File: config.mk
export PLATFORM = sky130hd
export DESIGN_NAME = lcd_init_seq
export DESIGN_NICKNAME = d
export VERILOG_FILES = /design/src/rtl/lcd_init_pkg.sv /design/src/rtl/lcd_init_timer.sv /design/src/rtl/lcd_init_cfg_reg.sv /design/src/rtl/lcd_init_cmd_enc.sv /design/src/rtl/lcd_init_seq.sv
export SDC_FILE = /design/constraint.sdc
export NUM_CORES = 1
export LEC_CHECK = 0
export BUFFER_PORTS_ARGS = -buffer_cell sky130_fd_sc_hd__buf_4
export CORE_UTILIZATION = 50
export CTS_CLUSTER_DIAMETER = 30
export DETAILED_ROUTE_END_ITERATION = 6
export PLACE_DENSITY = 0.75
export SLEW_MARGIN = 25
export SYNTH_ARGS = -nofsm -noshare
export SYNTH_HDL_FRONTEND = slang
export SYNTH_HIERARCHICAL = 1
export SYNTH_SLANG_ARGS = --single-unit
export TNS_END_PERCENT = 100
File: constraint.sdc
create_clock -name clk -period 2.2 [get_ports clk]
set_input_delay 0.11 -clock clk [delete_from_list [all_inputs] [get_ports clk]]
set_output_delay 0.11 -clock clk [all_outputs]
set_load 0.01 [all_outputs]
File: src/rtl/lcd_init_pkg.sv
package lcd_init_pkg;

    typedef enum logic [3:0] {
        S_PWR_WAIT,
        S_FSET_A,
        S_GAP_A,
        S_FSET_B,
        S_GAP_B,
        S_DISP,
        S_GAP_C,
        S_CLEAR,
        S_GAP_D,
        S_ENTRY,
        S_READY
    } seq_state_t;

    typedef enum logic [2:0] {
        CMD_NONE,
        CMD_FSET,
        CMD_DISP,
        CMD_CLEAR,
        CMD_ENTRY
    } cmd_sel_t;

    typedef struct packed {
        logic two_line;
        logic big_font;
        logic disp_on;
        logic cursor_on;
        logic blink_on;
        logic incr;
        logic shift;
    } lcd_cfg_t;

endpackage

File: src/rtl/lcd_init_timer.sv
module lcd_init_timer #(
    parameter int unsigned CNT_W   = 8,
    parameter logic [CNT_W-1:0] RST_VAL = '0
) (
    input  logic             clk,
    input  logic             rst_n,
    input  logic             load,
    input  logic [CNT_W-1:0] load_val,
    output logic             zero
);

    logic [CNT_W-1:0] cnt_q;

    // Down counter: a load of N-1 expires after N edges.
    always_ff @(posedge clk) begin
        if (!rst_n) begin
            cnt_q <= RST_VAL;
        end else if (load) begin
            cnt_q <= load_val;
        end else if (cnt_q != '0) begin
            cnt_q <= cnt_q - 1'b1;
        end
    end

    assign zero = (cnt_q == '0);

endmodule

File: src/rtl/lcd_init_cfg_reg.sv
module lcd_init_cfg_reg
    import lcd_init_pkg::*;
(
    input  logic     clk,
    input  logic     rst_n,
    input  logic     capture,
    input  lcd_cfg_t cfg_d,
    output lcd_cfg_t cfg_q
);

    always_ff @(posedge clk) begin
        if (!rst_n) begin
            cfg_q <= '0;
        end else if (capture) begin
            cfg_q <= cfg_d;
        end
    end

endmodule

File: src/rtl/lcd_init_cmd_enc.sv
module lcd_init_cmd_enc
    import lcd_init_pkg::*;
(
    input  cmd_sel_t   sel,
    input  lcd_cfg_t   cfg,
    output logic [7:0] cmd
);

    always_comb begin
        unique case (sel)
            CMD_FSET:  cmd = {4'b0011, cfg.two_line, cfg.big_font, 2'b00};
            CMD_DISP:  cmd = {5'b00001, cfg.disp_on, cfg.cursor_on, cfg.blink_on};
            CMD_CLEAR: cmd = 8'h01;
            CMD_ENTRY: cmd = {6'b000001, cfg.incr, cfg.shift};
            default:   cmd = 8'h00;
        endcase
    end

endmodule

File: src/rtl/lcd_init_seq.sv
module lcd_init_seq
    import lcd_init_pkg::*;
#(
    parameter int unsigned PWR_CYC = 2_100_000,
    parameter int unsigned GAP_A   = 2_000,
    parameter int unsigned GAP_B   = 1_900,
    parameter int unsigned GAP_C   = 1_900,
    parameter int unsigned GAP_D   = 80_000
) (
    input  logic       clk,
    input  logic       rst_n,
    input  logic       start,
    input  logic       cfg_two_line,
    input  logic       cfg_big_font,
    input  logic       cfg_disp_on,
    input  logic       cfg_cursor_on,
    input  logic       cfg_blink_on,
    input  logic       cfg_incr,
    input  logic       cfg_shift,
    output logic       xfer_req,
    output logic [7:0] xfer_cmd,
    input  logic       xfer_done,
    output logic       ready
);

    localparam int unsigned MAX_AB  = (GAP_A > GAP_B) ? GAP_A : GAP_B;
    localparam int unsigned MAX_CD  = (GAP_C > GAP_D) ? GAP_C : GAP_D;
    localparam int unsigned MAX_G   = (MAX_AB > MAX_CD) ? MAX_AB : MAX_CD;
    localparam int unsigned MAX_ALL = (PWR_CYC > MAX_G) ? PWR_CYC : MAX_G;
    localparam int unsigned CNT_W   = ($clog2(MAX_ALL) < 1) ? 1 : $clog2(MAX_ALL);

    localparam logic [CNT_W-1:0] LD_PWR = CNT_W'(PWR_CYC - 1);
    localparam logic [CNT_W-1:0] LD_A   = CNT_W'(GAP_A - 1);
    localparam logic [CNT_W-1:0] LD_B   = CNT_W'(GAP_B - 1);
    localparam logic [CNT_W-1:0] LD_C   = CNT_W'(GAP_C - 1);
    localparam logic [CNT_W-1:0] LD_D   = CNT_W'(GAP_D - 1);

    seq_state_t       state_q, state_d;
    logic             tmr_load;
    logic [CNT_W-1:0] tmr_val;
    logic             tmr_zero;
    logic             cfg_capture;
    cmd_sel_t         cmd_sel;
    lcd_cfg_t         cfg_in, cfg_held;

    assign cfg_in = '{two_line:  cfg_two_line,
                      big_font:  cfg_big_font,
                      disp_on:   cfg_disp_on,
                      cursor_on: cfg_cursor_on,
                      blink_on:  cfg_blink_on,
                      incr:      cfg_incr,
                      shift:     cfg_shift};

    lcd_init_timer #(
        .CNT_W   (CNT_W),
        .RST_VAL (LD_PWR)
    ) u_timer (
        .clk      (clk),
        .rst_n    (rst_n),
        .load     (tmr_load),
        .load_val (tmr_val),
        .zero     (tmr_zero)
    );

    lcd_init_cfg_reg u_cfg (
        .clk     (clk),
        .rst_n   (rst_n),
        .capture (cfg_capture),
        .cfg_d   (cfg_in),
        .cfg_q   (cfg_held)
    );

    lcd_init_cmd_enc u_enc (
        .sel (cmd_sel),
        .cfg (cfg_held),
        .cmd (xfer_cmd)
    );

    // State register
    always_ff @(posedge clk) begin
        if (!rst_n) begin
            state_q <= S_PWR_WAIT;
        end else begin
            state_q <= state_d;
        end
    end

    // Transitions and timer loads
    always_comb begin
        state_d  = state_q;
        tmr_load = 1'b0;
        tmr_val  = '0;
        unique case (state_q)
            S_PWR_WAIT: if (tmr_zero) state_d = S_FSET_A;
            S_FSET_A: if (xfer_done) begin
                state_d  = S_GAP_A;
                tmr_load = 1'b1;
                tmr_val  = LD_A;
            end
            S_GAP_A: if (tmr_zero) state_d = S_FSET_B;
            S_FSET_B: if (xfer_done) begin
                state_d  = S_GAP_B;
                tmr_load = 1'b1;
                tmr_val  = LD_B;
            end
            S_GAP_B: if (tmr_zero) state_d = S_DISP;
            S_DISP: if (xfer_done) begin
                state_d  = S_GAP_C;
                tmr_load = 1'b1;
                tmr_val  = LD_C;
            end
            S_GAP_C: if (tmr_zero) state_d = S_CLEAR;
            S_CLEAR: if (xfer_done) begin
                state_d  = S_GAP_D;
                tmr_load = 1'b1;
                tmr_val  = LD_D;
            end
            S_GAP_D: if (tmr_zero) state_d = S_ENTRY;
            S_ENTRY: if (xfer_done) state_d = S_READY;
            S_READY: if (start) begin
                state_d  = S_PWR_WAIT;
                tmr_load = 1'b1;
                tmr_val  = LD_PWR;
            end
            default: state_d = S_PWR_WAIT;
        endcase
    end

    // Moore outputs
    always_comb begin
        xfer_req    = 1'b0;
        cmd_sel     = CMD_NONE;
        ready       = 1'b0;
        cfg_capture = 1'b0;
        unique case (state_q)
            S_PWR_WAIT: cfg_capture = 1'b1;
            S_FSET_A, S_FSET_B: begin
                xfer_req = 1'b1;
                cmd_sel  = CMD_FSET;
            end
            S_DISP: begin
                xfer_req = 1'b1;
                cmd_sel  = CMD_DISP;
            end
            S_CLEAR: begin
                xfer_req = 1'b1;
                cmd_sel  = CMD_CLEAR;
            end
            S_ENTRY: begin
                xfer_req = 1'b1;
                cmd_sel  = CMD_ENTRY;
            end
            S_READY: ready = 1'b1;
            default: ;
        endcase
    end

endmodule

---- Word-level counts from Yosys, hierarchy flattened ----
Cells that the tools add are included.
word-level totals
  output and inout port bits .............. 10
  logic and storage cells ................. 71
  input port bits ......................... 11
  memories kept ........................... 0
  RAM bits ................................ 0
  bits in registers ....................... 33
  memory bits (read-only) ................. 0
  latch bits .............................. 0
operators by class
  shifts and indexed selects .............. 0
  $lt $le $gt $ge ......................... 0
  divide/modulo/power cells ............... 0
  multiplexer cells ....................... 27
  $mul .................................... 0
  bitwise operators ....................... 0
  add/subtract/negate cells ............... 1
  reductions and logical operators ........ 9
  eq/ne operators ......................... 25
operators by type and width
  kind                                                                  number
  22-bit case mux with 4 select lines                                   1
  22-bit 2-to-1 mux                                                     3
  4-bit 2-to-1 mux                                                      11
  4-bit case mux with 11 select lines                                   1
  6-bit case mux with 4 select lines                                    1
  22-bit logical NOT                                                    1
  11-bit 2-to-1 mux                                                     2
  2-bit inequality test, second input constant                          11
  22-bit nonzero test                                                   1
  22-bit by 1-bit subtractor with 22-bit output, second input constant  1
  17-bit 2-to-1 mux                                                     1
  4-bit by 3-bit == test with 1-bit output, second input constant       4
  4-bit == test, second input constant                                  3
  3-bit case mux with 4 select lines                                    1
  11-bit AND reduction                                                  1
  4-bit by 2-bit == test with 1-bit output, second input constant       2
  3-bit by 2-bit == test with 1-bit output, second input constant       2
  1-bit 2-to-1 mux                                                      5
  5-bit OR reduction                                                    1
  4-bit by 1-bit == test with 1-bit output, second input constant       1
  4-bit logical NOT                                                     1
  2-bit OR reduction                                                    2
  4-bit OR reduction                                                    1
  3-bit by 1-bit == test with 1-bit output, second input constant       1
  other kinds (3)                                                       3

---- Depth between registers and ports, before layout ----
Gate-level depths: netlist (run 1).
  depth after elaboration ................. 5
  gate-level depth with buffers ........... 10
  gate-level depth less buffers ........... 8

---- Modules after synthesis ----
The synthesis (run 1) kept the hierarchy.
modules (own cells, without submodules)
  module            area an instance (µm²)  cells an instance  instances  seq. area each (µm²)
  lcd_init_timer    1,296.2                 144                1          440.4
  lcd_init_seq      395.4                   54                 1          80.1
  lcd_init_cfg_reg  265.3                   22                 1          140.1
  lcd_init_cmd_enc  130.1                   18                 1          0.0

---- Worst setup path before layout (run 1) ----
OpenSTA, ideal clock, no wires.
  path kind ............................... reg2reg
  from .................................... register u_timer.cnt_q[0]
  to ...................................... register state_q[3]
  stages on the path, launching flop included .. 11
  data arrival time ....................... 2.081 ns
  path slack .............................. -0.003 ns
  path buffers ............................ 2
  clock period less this slack ............ 2.203 ns
  library setup time ...................... 0.122 ns
  data required time ...................... 2.078 ns
  cell sequence ........................... dfxtp_1 -> inv_1 -> ha_1 -> nor3b_2 -> nand2_2 -> nor4_4 -> buf_6 -> buf_8 -> nand2b_1 -> and3_1 -> o311a_1
between the ends
  longest elaborated chain between the ends .. 3
  elaborated cells on any way between the ends .. 7
  those cells by class .................... eq/ne: 5; reduce/logical: 2
ends and longest elaborated chain
  element                           RTL line              text
  from (decl)                       lcd_init_timer.sv:12  logic [CNT_W-1:0] cnt_q;
  from (signal assigned)            lcd_init_timer.sv:19  cnt_q <= load_val;
  from (signal assigned)            lcd_init_timer.sv:21  cnt_q <= cnt_q - 1'b1;
  22-bit logical NOT *              lcd_init_timer.sv:25  assign zero = (cnt_q == '0);
  via tmr_zero                      lcd_init_seq.sv:41    logic tmr_zero;
  2-bit inequality test (no line)   --
  11-bit AND reduction (no line) *  --
  to (signal assigned)              lcd_init_seq.sv:84    state_q <= state_d;
  to (decl)                         lcd_init_seq.sv:38    seq_state_t state_q, state_d;
Mark *: on every way through the listed nets, which the timed path passes. The rest lies on a longest branch.
A chain may end at the register's enable or synchronous reset.

---- Final worst setup path (run 1) ----
  from .................................... register u_timer.cnt_q[14]
  to ...................................... register state_q[1]
Same word-level chain as after synthesis.

==> results of run 1 <==
[final cells by class]
type	instances	area [um2]	share of cell area, %
Clock buffer	7	86.3	3.59
Clock inverter	1	30.0	1.25
Tap cell	50	62.6	2.60
Inverter	8	30.0	1.25
Timing Repair Buffer	27	215	8.94
Sequential cell	33	662	27.5
Multi-Input combinational cell	186	1320	54.9
[routing by layer]
| metal | wire length [um] | vias to the layer above |
|---|---|---|
| met4 | 38 | 0 |
| met2 | 1920 | 41 |
| li1 | - | 909 |
| met1 | 2180 | 793 |
| met5 | 0 | - |
| met3 | 231 | 4 |
[metrics by stage]
step	std cells	cell area [um2]
after floorplan	244	2120
after global placement	304	2290
after detailed placement	304	2290
after CTS	312	2410
after global routing	312	2410
final	312	2410
[worst reg2reg max path, cell delays in order (launching register included)]
cell	delay, ns
sky130_fd_sc_hd__dfxtp_1	0.37
sky130_fd_sc_hd__nor4_2	0.32
sky130_fd_sc_hd__nand4_2	0.20
sky130_fd_sc_hd__nor4_4	0.36
sky130_fd_sc_hd__nand2b_1	0.12
sky130_fd_sc_hd__and3_1	0.21
sky130_fd_sc_hd__o311a_1	0.34
[final timing paths]
| check | to | slack [ns] | cells after the start |
|---|---|---|---|
| worst max register to register | state_q[1] | 0.15 | 6 |
| worst min register to register | u_cfg/cfg_q[4] | 0.51 | 2 |
| worst min-delay path | u_cfg/cfg_q[3] | 0.08 | 3 |
| worst max-delay path | state_q[1] | 0.15 | 6 |
[kinds of logic (layout without fill, tap and decap cells)]
family,after synthesis,count (layout),synth area share (%)
AOI/OAI and AO/OA,44,44,16.8
DFF,33,33,31.7
and+or+nand+nor,108,108,32.9
adders and majority gates,1,1,0.599
xor gates and xnor gates,17,17,7.13
buffers and inverters,25,43,6.71
muxes,8,8,3.90
other,2,8,0.360
[sequential cells by signal, summed over array words and instances, names as in the netlist]
signal / count
u_timer/cnt_q: 22
u_cfg/cfg_q: 7
state_q: 4
[power groups by stage]
stage,sequential (mW),clock (mW),combinational (mW)
2_1_floorplan,0.630,0,0.0343
3_3_place_gp,0.632,0,0.0538
3_5_place_dp,0.632,0,0.0548
4_1_cts,0.619,0.608,0.0552
5_1_grt,0.619,0.635,0.0612
6_report,0.619,0.595,0.0552
[layout by cell type (no fill, tap or decap), types with 8 or more instances in the layout]
cell	count
sky130_fd_sc_hd__nor2b_1	9
sky130_fd_sc_hd__conb_1	8
sky130_fd_sc_hd__xor2_1	11
sky130_fd_sc_hd__nor2_1	12
sky130_fd_sc_hd__buf_4	26
sky130_fd_sc_hd__dfxtp_1	32
sky130_fd_sc_hd__nand2_1	27
==> run summary, run 1 <==
## Die
* starting density of the core: 52.2%
* num ports: 21
* floorplan row count: 23
* Horiz. Die Dim: 66.6 um
* area inside the core boundary: 4000 um2
* Chip Height: 66.6 um
* die footprint: 4440 um2

## STA
* transition time at the pin with the least slew margin: 0.610 ns
* worst max-slew margin expressed relative to the limit: 59.0%
* RSZ-0062 raised after global routing: false
* final worst hold slack: 0.0791 ns
* Final Hold Fails: 0
* maximum clock frequency: 488 MHz
* period utilization: 93.2%
* Final min period: 2.05 ns
* Final Skew: 0.00411 ns
* worst path setup slack after routing: 0.151 ns
* Final Slew Violations: 0
* endpoints failing setup: 0
* final setup TNS: 0 ns

## Synth
* number of synthesized register bits: 33
* Synth area leaders: sky130_fd_sc_hd__dfxtp_1 32%, sky130_fd_sc_hd__nand2_1 4.9%, sky130_fd_sc_hd__xor2_1 4.6%, sky130_fd_sc_hd__mux2i_1 3.4%, sky130_fd_sc_hd__nor2b_1 2.7%
* fraction of synthesis flops using an asynchronous set or reset pin: 0%
* post-synthesis average cell area: 8.77 um2
* top cells by count, synth: 33 x sky130_fd_sc_hd__dfxtp_1, 27 x sky130_fd_sc_hd__nand2_1, 12 x sky130_fd_sc_hd__nor2_1
* number of enable flip-flop cells after synthesis: 0
* sequential share of the synthesized area: 31.7%
* count of different cell masters after synthesis: 60
* Yosys warning count: 6
* Post-Syn Instances: 238
* area share of the largest cell type after synthesis: 31.7%
* cell with the most instances after synthesis: sky130_fd_sc_hd__dfxtp_1
* Post-Syn Area: 2090 um2
* cell accounting for the most synthesized area: sky130_fd_sc_hd__dfxtp_1
* Primary FF master, synth: sky130_fd_sc_hd__dfxtp_1

## Cells and area
* fillers: 359
* antenna fix cells: 0
* ratio of cells with drive above 1 in the final layout: 19.8%
* Total Nets Final: 273
* Area growth, synth to finish: 15.3%
* core occupancy in the finished layout: 60.2%

## GRT
* overall track demand over capacity in global routing: 21.4%
* met3 demand-to-capacity share in global routing: 7.19%
* grt met2 use: 29.5%
* most used routing layer in global routing: met1
* GR Overflow Total: 0
* global-route wire length before repair: 6980 um
* pin count of the biggest net entering global routing: 35
* number of antenna violations at the first check in global routing: 0
* number of global-route vias before repair: 1,449
* Global Route met1 Usage: 30.4%

## Detailed routing
* DRC viols: 0
* Vias: 1,747
* via count normalized by instance count: 5.60
* Avg WL per Cell: 14.0 um
* number of DRC violations after detailed-routing iteration 0: 93
* remaining number of nets flagged by the antenna check after routing: 0
* total iterations of the first detailed-routing run: 4
* total wire length after detailed routing: 4370 um

## Clocking
* clock tree from TritonCTS: yes
* cells resized by post-CTS repair: 0
* clock tree root buffer cell: sky130_fd_sc_hd__clkbuf_8
* buffer depth of the longest clock path: 2
* worst skew pair latency: 0.29 ns
* CTS sink cnt: 33
* CTS Hold Buffers Added: 0
* register clock-pin slew on the reported worst setup and hold paths: 0.07 ns
* H-tree levels: 2
* count of buffers added by post-CTS timing repair for setup: 0
* number of buffers created by CTS: 5

## Setup path
* FF-to-FF Start: u_timer/cnt_q[14]
* timing startpoint of the critical path: u_timer/cnt_q[14]
* CP max-delay cell: sky130_fd_sc_hd__dfxtp_1
* type of the worst setup path: reg2reg
* family with the most delay on the worst path: simple AND/OR/NAND/NOR gates
* Worst Path Required: 2.37 ns
* CP max stage delay: 0.37 ns
* Worst Path Buf+Inv: 0
* data arrival at the endpoint of the critical path: 2.22 ns
* crit path launch type: flop
* Crit Path Max Fanout: 5
* nature of the critical path endpoint: flop
* series of cell instances along the critical path: nor4_2, nand4_2, nor4_4, nand2b_1, and3_1, o311a_1

## Power
* proportion of power drawn by the clock network: 46.9%
* power density cells: 527 nW/um2
* total power: 1.27 mW
* logic gate share of total power: 4.3%
* switching part of the total: 20.7%
* portion of total power attributed to sequential cells: 48.8%
* IR Drop Worst-Case VDD: 311 uV
* leakage power figure: 0.991 nW
* switching power summed over all nets: 262 uW
* cell-internal power: 1.01 mW

## Min path
* launch instance of the worst min-delay path: cfg_cursor_on
* worst min-delay path class: in2reg

## Placement
* placement-stage worst setup slack: 0.167 ns
* count of input and output buffers: 18
* final weighted congestion of routability-driven global placement: 0.825
* post-detail-place hpwl: 3040 um

## Outcome
* run status: finished clean

## Job
* reported max-cap violation count: 0

No activity file was read; power rests on OpenSTA's default activity.
==> run 2: changes to the inputs <==
- ABC_AREA: not set -> 1
- PLACE_DENSITY: 0.75 -> 0.72
- clock period: 2.2 -> 1.9 ns (I/O delays scaled with it)
==> run summary, run 2 <==
## GRT
* pin count of the biggest net entering global routing: 22, -37%
* overall track demand over capacity in global routing: 25.1%, +3.7 points
* number of global-route vias before repair: 1,978, +37%
* GR Overflow Total: 0, unchanged
* Global Route met1 Usage: 35.4%, +5.0 points
* grt met2 use: 37.6%, +8.1 points
* most used routing layer in global routing: met2
* global-route wire length before repair: 8710 um, +25%
* number of antenna violations at the first check in global routing: 0, unchanged
* met3 demand-to-capacity share in global routing: 5.43%, -1.8 points

## Detailed routing
* remaining number of nets flagged by the antenna check after routing: 0, unchanged
* DRC viols: 0, unchanged
* Vias: 2,291, +31%
* number of DRC violations after detailed-routing iteration 0: 179, +92%
* total wire length after detailed routing: 5440 um, +24%
* via count normalized by instance count: 5.06, -9.7%
* total iterations of the first detailed-routing run: 5, +1
* Avg WL per Cell: 12.0 um, -14%

## STA
* maximum clock frequency: 553 MHz, +13%
* Final Hold Fails: 0, unchanged
* final setup TNS: 0 ns, unchanged
* worst max-slew margin expressed relative to the limit: 53.5%, -5.5 points
* transition time at the pin with the least slew margin: 0.697 ns, +0.0873 ns
* Final min period: 1.81 ns, -0.240 ns
* Final Slew Violations: 0, unchanged
* period utilization: 95.2%, +2.1 points
* endpoints failing setup: 0, unchanged
* Final Skew: 0.00930 ns, +0.00519 ns
* RSZ-0062 raised after global routing: true

## Placement
* final weighted congestion of routability-driven global placement: 0.869, +5.4%
* count of input and output buffers: 18, unchanged
* Cell Area, Placed: 2500 um2, +9.1%
* post-detail-place hpwl: 4020 um, +32%

## Synth
* fraction of synthesis flops using an asynchronous set or reset pin: 0%, unchanged
* post-synthesis average cell area: 6.07 um2, -31%
* count of different cell masters after synthesis: 29, -52%
* top cells by count, synth: 107 x sky130_fd_sc_hd__nand2_1, 63 x sky130_fd_sc_hd__nor2_1, 43 x sky130_fd_sc_hd__inv_1
* Post-Synth Simple-Gate Area: 43.8%, +11 points
* Yosys warning count: 6, unchanged
* Post-Syn Area: 2230 um2, +7.0%
* fraction of the mapped netlist area in compound gates: 8.30%, -8.5 points
* Primary FF master, synth: sky130_fd_sc_hd__dfxtp_1
* share of synthesized cell area in full adder, half adder and majority cells: 0.561%, -0.039 points
* area share of the largest cell type after synthesis: 29.6%, -2.1 points
* number of synthesized register bits: 33, unchanged
* cell with the most instances after synthesis: sky130_fd_sc_hd__nand2_1
* main combinational cell family by area after synthesis: simple AND/OR/NAND/NOR gates
* Post-Syn Instances: 368, +55%
* post-synthesis share of cell area spent on xor and xnor gates: 5.89%, -1.2 points
* cell accounting for the most synthesized area: sky130_fd_sc_hd__dfxtp_1
* sequential share of the synthesized area: 29.6%, -2.1 points
* mux contribution to synthesized area: 0%, -3.9 points
* Synth area leaders: sky130_fd_sc_hd__dfxtp_1 30%, sky130_fd_sc_hd__nand2_1 18%, sky130_fd_sc_hd__nor2_1 11%, sky130_fd_sc_hd__inv_1 7.2%, sky130_fd_sc_hd__a21oi_1 4.3%
* number of enable flip-flop cells after synthesis: 0, unchanged

## Setup path
* Crit Path Max Fanout: 18, +13
* nature of the critical path endpoint: flop
* type of the worst setup path: reg2reg
* crit path launch type: flop
* Worst Path Required: 2.11 ns, -0.26 ns
* data arrival at the endpoint of the critical path: 2.02 ns, -0.20 ns

## Cells and area
* largest registers in the final layout: u_timer/cnt_q: 22 flops, u_cfg/cfg_q: 7 flops, state_q: 4 flops
* max reg flops: 22, unchanged
* antenna fix cells: 0, unchanged
* highest-count cells in the layout ignoring fill and taps: 105 x sky130_fd_sc_hd__nand2_1, 62 x sky130_fd_sc_hd__nor2_1, 41 x sky130_fd_sc_hd__inv_1, 33 x sky130_fd_sc_hd__dfxtp_1, 29 x sky130_fd_sc_hd__buf_4
* core occupancy in the finished layout: 64.0%, +3.8 points
* fillers: 413, +15%
* commonest non-fill, non-tap cell in the layout: sky130_fd_sc_hd__nand2_1
* ratio of cells with drive above 1 in the final layout: 18.9%, -0.99 points
* register bank with the most flops: u_timer/cnt_q
* Area growth, synth to finish: 18.8%
* Design Area, Final: 2650 um2, +10%
* Total Nets Final: 414, +52%

## Die
* floorplan row count: 23, unchanged
* Horiz. Die Dim: 68.8 um, +3.3%
* Chip Height: 68.8 um, +3.3%
* starting density of the core: 53.9%, +1.7 points
* area inside the core boundary: 4140 um2, +3.6%
* die footprint: 4740 um2, +6.7%
* num ports: 21, unchanged

## Clocking
* count of buffers added by post-CTS timing repair for setup: 0, unchanged
* number of buffers created by CTS: 5, unchanged
* H-tree levels: 2, unchanged
* buffer depth of the longest clock path: 2, unchanged
* CTS sink cnt: 33, unchanged
* CTS Hold Buffers Added: 0, unchanged
* clock tree from TritonCTS: yes
* register clock-pin slew on the reported worst setup and hold paths: 0.07 ns, about the same
* worst skew pair latency: 0.30 ns, about the same
* clock tree root buffer cell: sky130_fd_sc_hd__clkbuf_8

## Power
* power density cells: 756 nW/um2, +44%
* IR Drop Worst-Case VDD: 500 uV, +61%
* leakage power figure: 1.30 nW, +31%

## Job
* reported max-cap violation count: 0, unchanged

## Outcome
* run status: finished clean

## Min path
* worst min-delay path class: in2reg

## run 2: final cells by class
type / instances / area (um2) / share of cell area (%)
inverters: 51 / 191 / 7.22
repair buffers: 31 / 249 / 9.39
clock inverters: 2 / 37.5 / 1.42
multi-input cells: 280 / 1370 / 51.6
clock buffers: 6 / 82.6 / 3.11
flip-flops and latches: 33 / 661 / 24.9
well taps: 50 / 62.6 / 2.36
## run 2: kinds of logic after synthesis
group,count (synthesis)
DFF,33
and+or+nand+nor,221
adders and majority gates,1
AOI/OAI and AO/OA,35
xor gates and xnor gates,15
other,2
buffers and inverters,61
## run 2: repair_timing
| item | in CTS | in global routing |
|---|---|---|
| resized for setup | 1 | 9 |
| pin swaps | 0 | 1 |
| endpoints found under the setup margin | 1 | 18 |
## run 2: final timing paths
check,from,endpoint,slack (ns),cells after the start
worst max register to register,state_q[2],u_timer/cnt_q[15],0.09,10
worst max-delay path,state_q[2],u_timer/cnt_q[15],0.09,10
worst min register to register,u_cfg/cfg_q[1],u_cfg/cfg_q[1],0.47,2
worst min-delay path,cfg_cursor_on,u_cfg/cfg_q[3],0.09,5
## run 2: metal layers
metal / up-vias / share of wire [%]
met5: - / 0
met3: 7 / 6.0
met4: 0 / 1.0
met2: 58 / 44
li1: 1190 / -
met1: 1036 / 49
## run 2: through the flow
| stage | power, mW | hold slack (ns) | cells | worst slack, ns |
|---|---|---|---|---|
| finish | 2.01 | 0.0871 | 453 | 0.0907 |
| detailed placement | 1.29 | 0.386 | 445 | -0.0145 |
| global placement | 1.28 | 0.375 | 445 | 0.0293 |
| global route | 2.11 | 0.108 | 453 | -0.0485 |
| floorplan | 1.16 | 0.194 | 374 | 0.0823 |
| CTS | 2.00 | 0.0814 | 453 | 0.0469 |
## run 2: power breakdown
group          internal (mW)  switching (mW)  total [mW]
combinational          0.191           0.289       0.480
sequential             0.763          0.0581       0.821
clock                  0.426           0.279       0.706
## run 2: worst max-delay path: stages, from the launching register on
cell,delay [ns]
sky130_fd_sc_hd__dfxtp_1,0.45
sky130_fd_sc_hd__nor2_1,0.09
sky130_fd_sc_hd__inv_1,0.11
sky130_fd_sc_hd__nor2_1,0.05
sky130_fd_sc_hd__nand2_1,0.08
sky130_fd_sc_hd__nand4_1,0.23
sky130_fd_sc_hd__buf_12,0.24
sky130_fd_sc_hd__nor2_4,0.11
sky130_fd_sc_hd__buf_6,0.16
sky130_fd_sc_hd__nand2_1,0.07
sky130_fd_sc_hd__a21oi_1,0.12
==> run 3: changes to the inputs <==
- BUFFER_PORTS_ARGS: -buffer_cell sky130_fd_sc_hd__buf_4 -> not set
- DONT_BUFFER_PORTS: not set -> 1
- PLACE_DENSITY: 0.72 -> 0.68
==> run summary, run 3 (synthesis gave the netlist of run 2 again) <==
## Outcome
* run status: finished clean

## STA
* maximum clock frequency: 568 MHz, +2.9%
* Final Skew: 0.00585 ns, -0.00345 ns
* Final Slew Violations: 0, unchanged
* endpoints failing setup: 0, unchanged
* worst path setup slack after routing: 0.141 ns, +0.0501 ns
* Final min period: 1.76 ns, -0.0501 ns
* final worst hold slack: 0.000234 ns, -0.0869 ns
* period utilization: 92.6%, -2.6 points
* Final Hold Fails: 0, unchanged

## Clocking
* H-tree levels: 2, unchanged
* number of buffers created by CTS: 5, unchanged
* worst skew pair latency: 0.30 ns, about the same
* register clock-pin slew on the reported worst setup and hold paths: 0.07 ns, about the same
* CTS sink cnt: 33, unchanged
* clock tree root buffer cell: sky130_fd_sc_hd__clkbuf_8
* buffer depth of the longest clock path: 2, unchanged
* clock tree from TritonCTS: yes

## Cells and area
* Design Area, Final: 2630 um2, -1.0%
* commonest non-fill, non-tap cell in the layout: sky130_fd_sc_hd__nand2_1
* Area growth, synth to finish: 17.6%
* antenna fix cells: 0, unchanged
* largest registers in the final layout: u_timer/cnt_q: 22 flops, u_cfg/cfg_q: 7 flops, state_q: 4 flops
* max reg flops: 22, unchanged
* ratio of cells with drive above 1 in the final layout: 15.7%, -3.2 points
* register bank with the most flops: u_timer/cnt_q
* fillers: 414, +0.24%
* highest-count cells in the layout ignoring fill and taps: 106 x sky130_fd_sc_hd__nand2_1, 62 x sky130_fd_sc_hd__nor2_1, 43 x sky130_fd_sc_hd__inv_1, 33 x sky130_fd_sc_hd__dfxtp_1, 23 x sky130_fd_sc_hd__buf_4
* Total Nets Final: 413, -0.24%

## Die
* starting density of the core: 53.9%, unchanged
* floorplan row count: 23, unchanged
* Chip Height: 68.8 um, unchanged
* die footprint: 4740 um2, unchanged
* num ports: 21, unchanged
* Horiz. Die Dim: 68.8 um, unchanged
* area inside the core boundary: 4140 um2, unchanged

## Detailed routing
* via count normalized by instance count: 4.93, -2.4%
* Vias: 2,230, -2.7%
* Avg WL per Cell: 12.1 um, +0.48%
* number of DRC violations after detailed-routing iteration 0: 156, -13%
* total iterations of the first detailed-routing run: 4, -1
* remaining number of nets flagged by the antenna check after routing: 0, unchanged
* total wire length after detailed routing: 5460 um, +0.26%
* DRC viols: 0, unchanged

## Power
* IR Drop Worst-Case VDD: 672 uV, +35%
* power density cells: 763 nW/um2, +0.81%
* leakage power figure: 1.28 nW, -1.4%

## Min path
* worst min-delay path class: in2reg
* number of cells on the worst hold path: 4, -1
* Worst Hold Path EP: u_cfg/cfg_q[2]
* launch instance of the worst min-delay path: cfg_blink_on

## Placement
* post-detail-place hpwl: 4130 um, +2.6%
* placement-stage worst setup slack: 0.154 ns, +0.168 ns
* final weighted congestion of routability-driven global placement: 0.862, -0.84%
* count of input and output buffers: 0, -18
* Cell Area, Placed: 2400 um2, -3.8%

## Setup path
* most numerous cell on the critical path: sky130_fd_sc_hd__nand2_1
* CP max stage delay: 0.38 ns, -0.07 ns
* Worst Path Required: 2.12 ns, about the same
* data arrival at the endpoint of the critical path: 1.98 ns, -0.04 ns
* family with the most delay on the worst path: simple AND/OR/NAND/NOR gates
* capture instance of the worst register-to-register path: u_timer/cnt_q[19]
* nature of the critical path endpoint: flop
* timing startpoint of the critical path: state_q[0]
* Crit Path Max Fanout: 9, -9
* FF-to-FF Start: state_q[0]
* count of cells along the worst register-to-register path: 11, +1
* internal reg-to-reg setup slack: 0.14 ns, +0.05 ns
* Worst Path Buf+Inv: 3, unchanged
* CP max-delay cell: sky130_fd_sc_hd__dfxtp_1
* type of the worst setup path: reg2reg
* crit path launch type: flop
* series of cell instances along the critical path: nand2_2, clkinv_1, nand2_1, o21ai_1, nand2_1, nand4_1, buf_4, nor2_4, buf_4, nand2_1, a21oi_1

## Job
* reported max-cap violation count: 0, unchanged

## GRT
* most used routing layer in global routing: met2
* number of global-route vias before repair: 2,041, +3.2%
* GR Overflow Total: 0, unchanged
* global-route wire length before repair: 9110 um, +4.6%
* met3 demand-to-capacity share in global routing: 6.91%, +1.5 points
* number of antenna violations at the first check in global routing: 0, unchanged
* grt met2 use: 41.8%, +4.2 points
* pin count of the biggest net entering global routing: 15, -32%
* overall track demand over capacity in global routing: 26.6%, +1.5 points
* Global Route met1 Usage: 36.8%, +1.3 points

run 3: cell count changes in the layout (fill, tap and decap cells not counted), sizes merged:
cell,before,now
buf,31,23
clkbuf,6,7
clkinvlp,1,0
dlygate4sd3,0,7
run 3: layer usage:
layer	part of all wire (%)	vias up	wire length, um
li1	-	1187	-
met1	52	990	2820
met2	43	47	2330
met3	4.9	6	269
met4	0.77	0	42
met5	0	-	0
run 3: worst min-delay path: stages:
cell,delay [ns]
sky130_fd_sc_hd__inv_1,0.03
sky130_fd_sc_hd__nand2_1,0.04
sky130_fd_sc_hd__nand2_1,0.05
sky130_fd_sc_hd__nor2_1,0.03
run 3: worst max-delay path by stage:
stage                        endpoint  cells after the start
floorplan            u_timer/cnt_q[5]                     10
global placement           state_q[2]                     13
detailed placement  u_timer/cnt_q[19]                     11
CTS                       xfer_cmd[3]                      7
global route        u_timer/cnt_q[14]                     11
finish              u_timer/cnt_q[19]                     11
run 3: report_power, final:
group | switching, mW | leakage [nW] | internal, mW
combinational | 0.283 | 0.949 | 0.195
sequential | 0.0593 | 0.270 | 0.763
clock | 0.274 | 0.0585 | 0.428
total | 0.616 | 1.28 | 1.39
run 3: cell type report:
cell class                 instances  area [um2]  area share [%]
clock buffer                       7        86.3            3.29
clock inverter                     1        30.0            1.14
inverter                          51         191            7.29
multi-input combinational        280        1350            51.5
sequential                        33         661            25.2
tap                               50        62.6            2.38
timing repair buffer              30         243            9.25
run 3: timing repair:
action                                  in CTS  in global routing
buffers inserted                             0                  3
hold buffers                                 7                  0
endpoints found under the hold margin       12                  0
gates resized for setup                      0                  4
endpoints found under the setup margin       0                 13
run 3: stage by stage:
stage	utilization (%)	TNS (ns)	power, mW	std cells
after floorplan	-	0	1.16	374
after global placement	58.0	0	1.26	434
after detailed placement	58.0	0	1.26	434
after CTS	62.5	0	1.98	449
after global routing	63.3	-0.0516	2.12	452
final	63.3	0	2.00	452
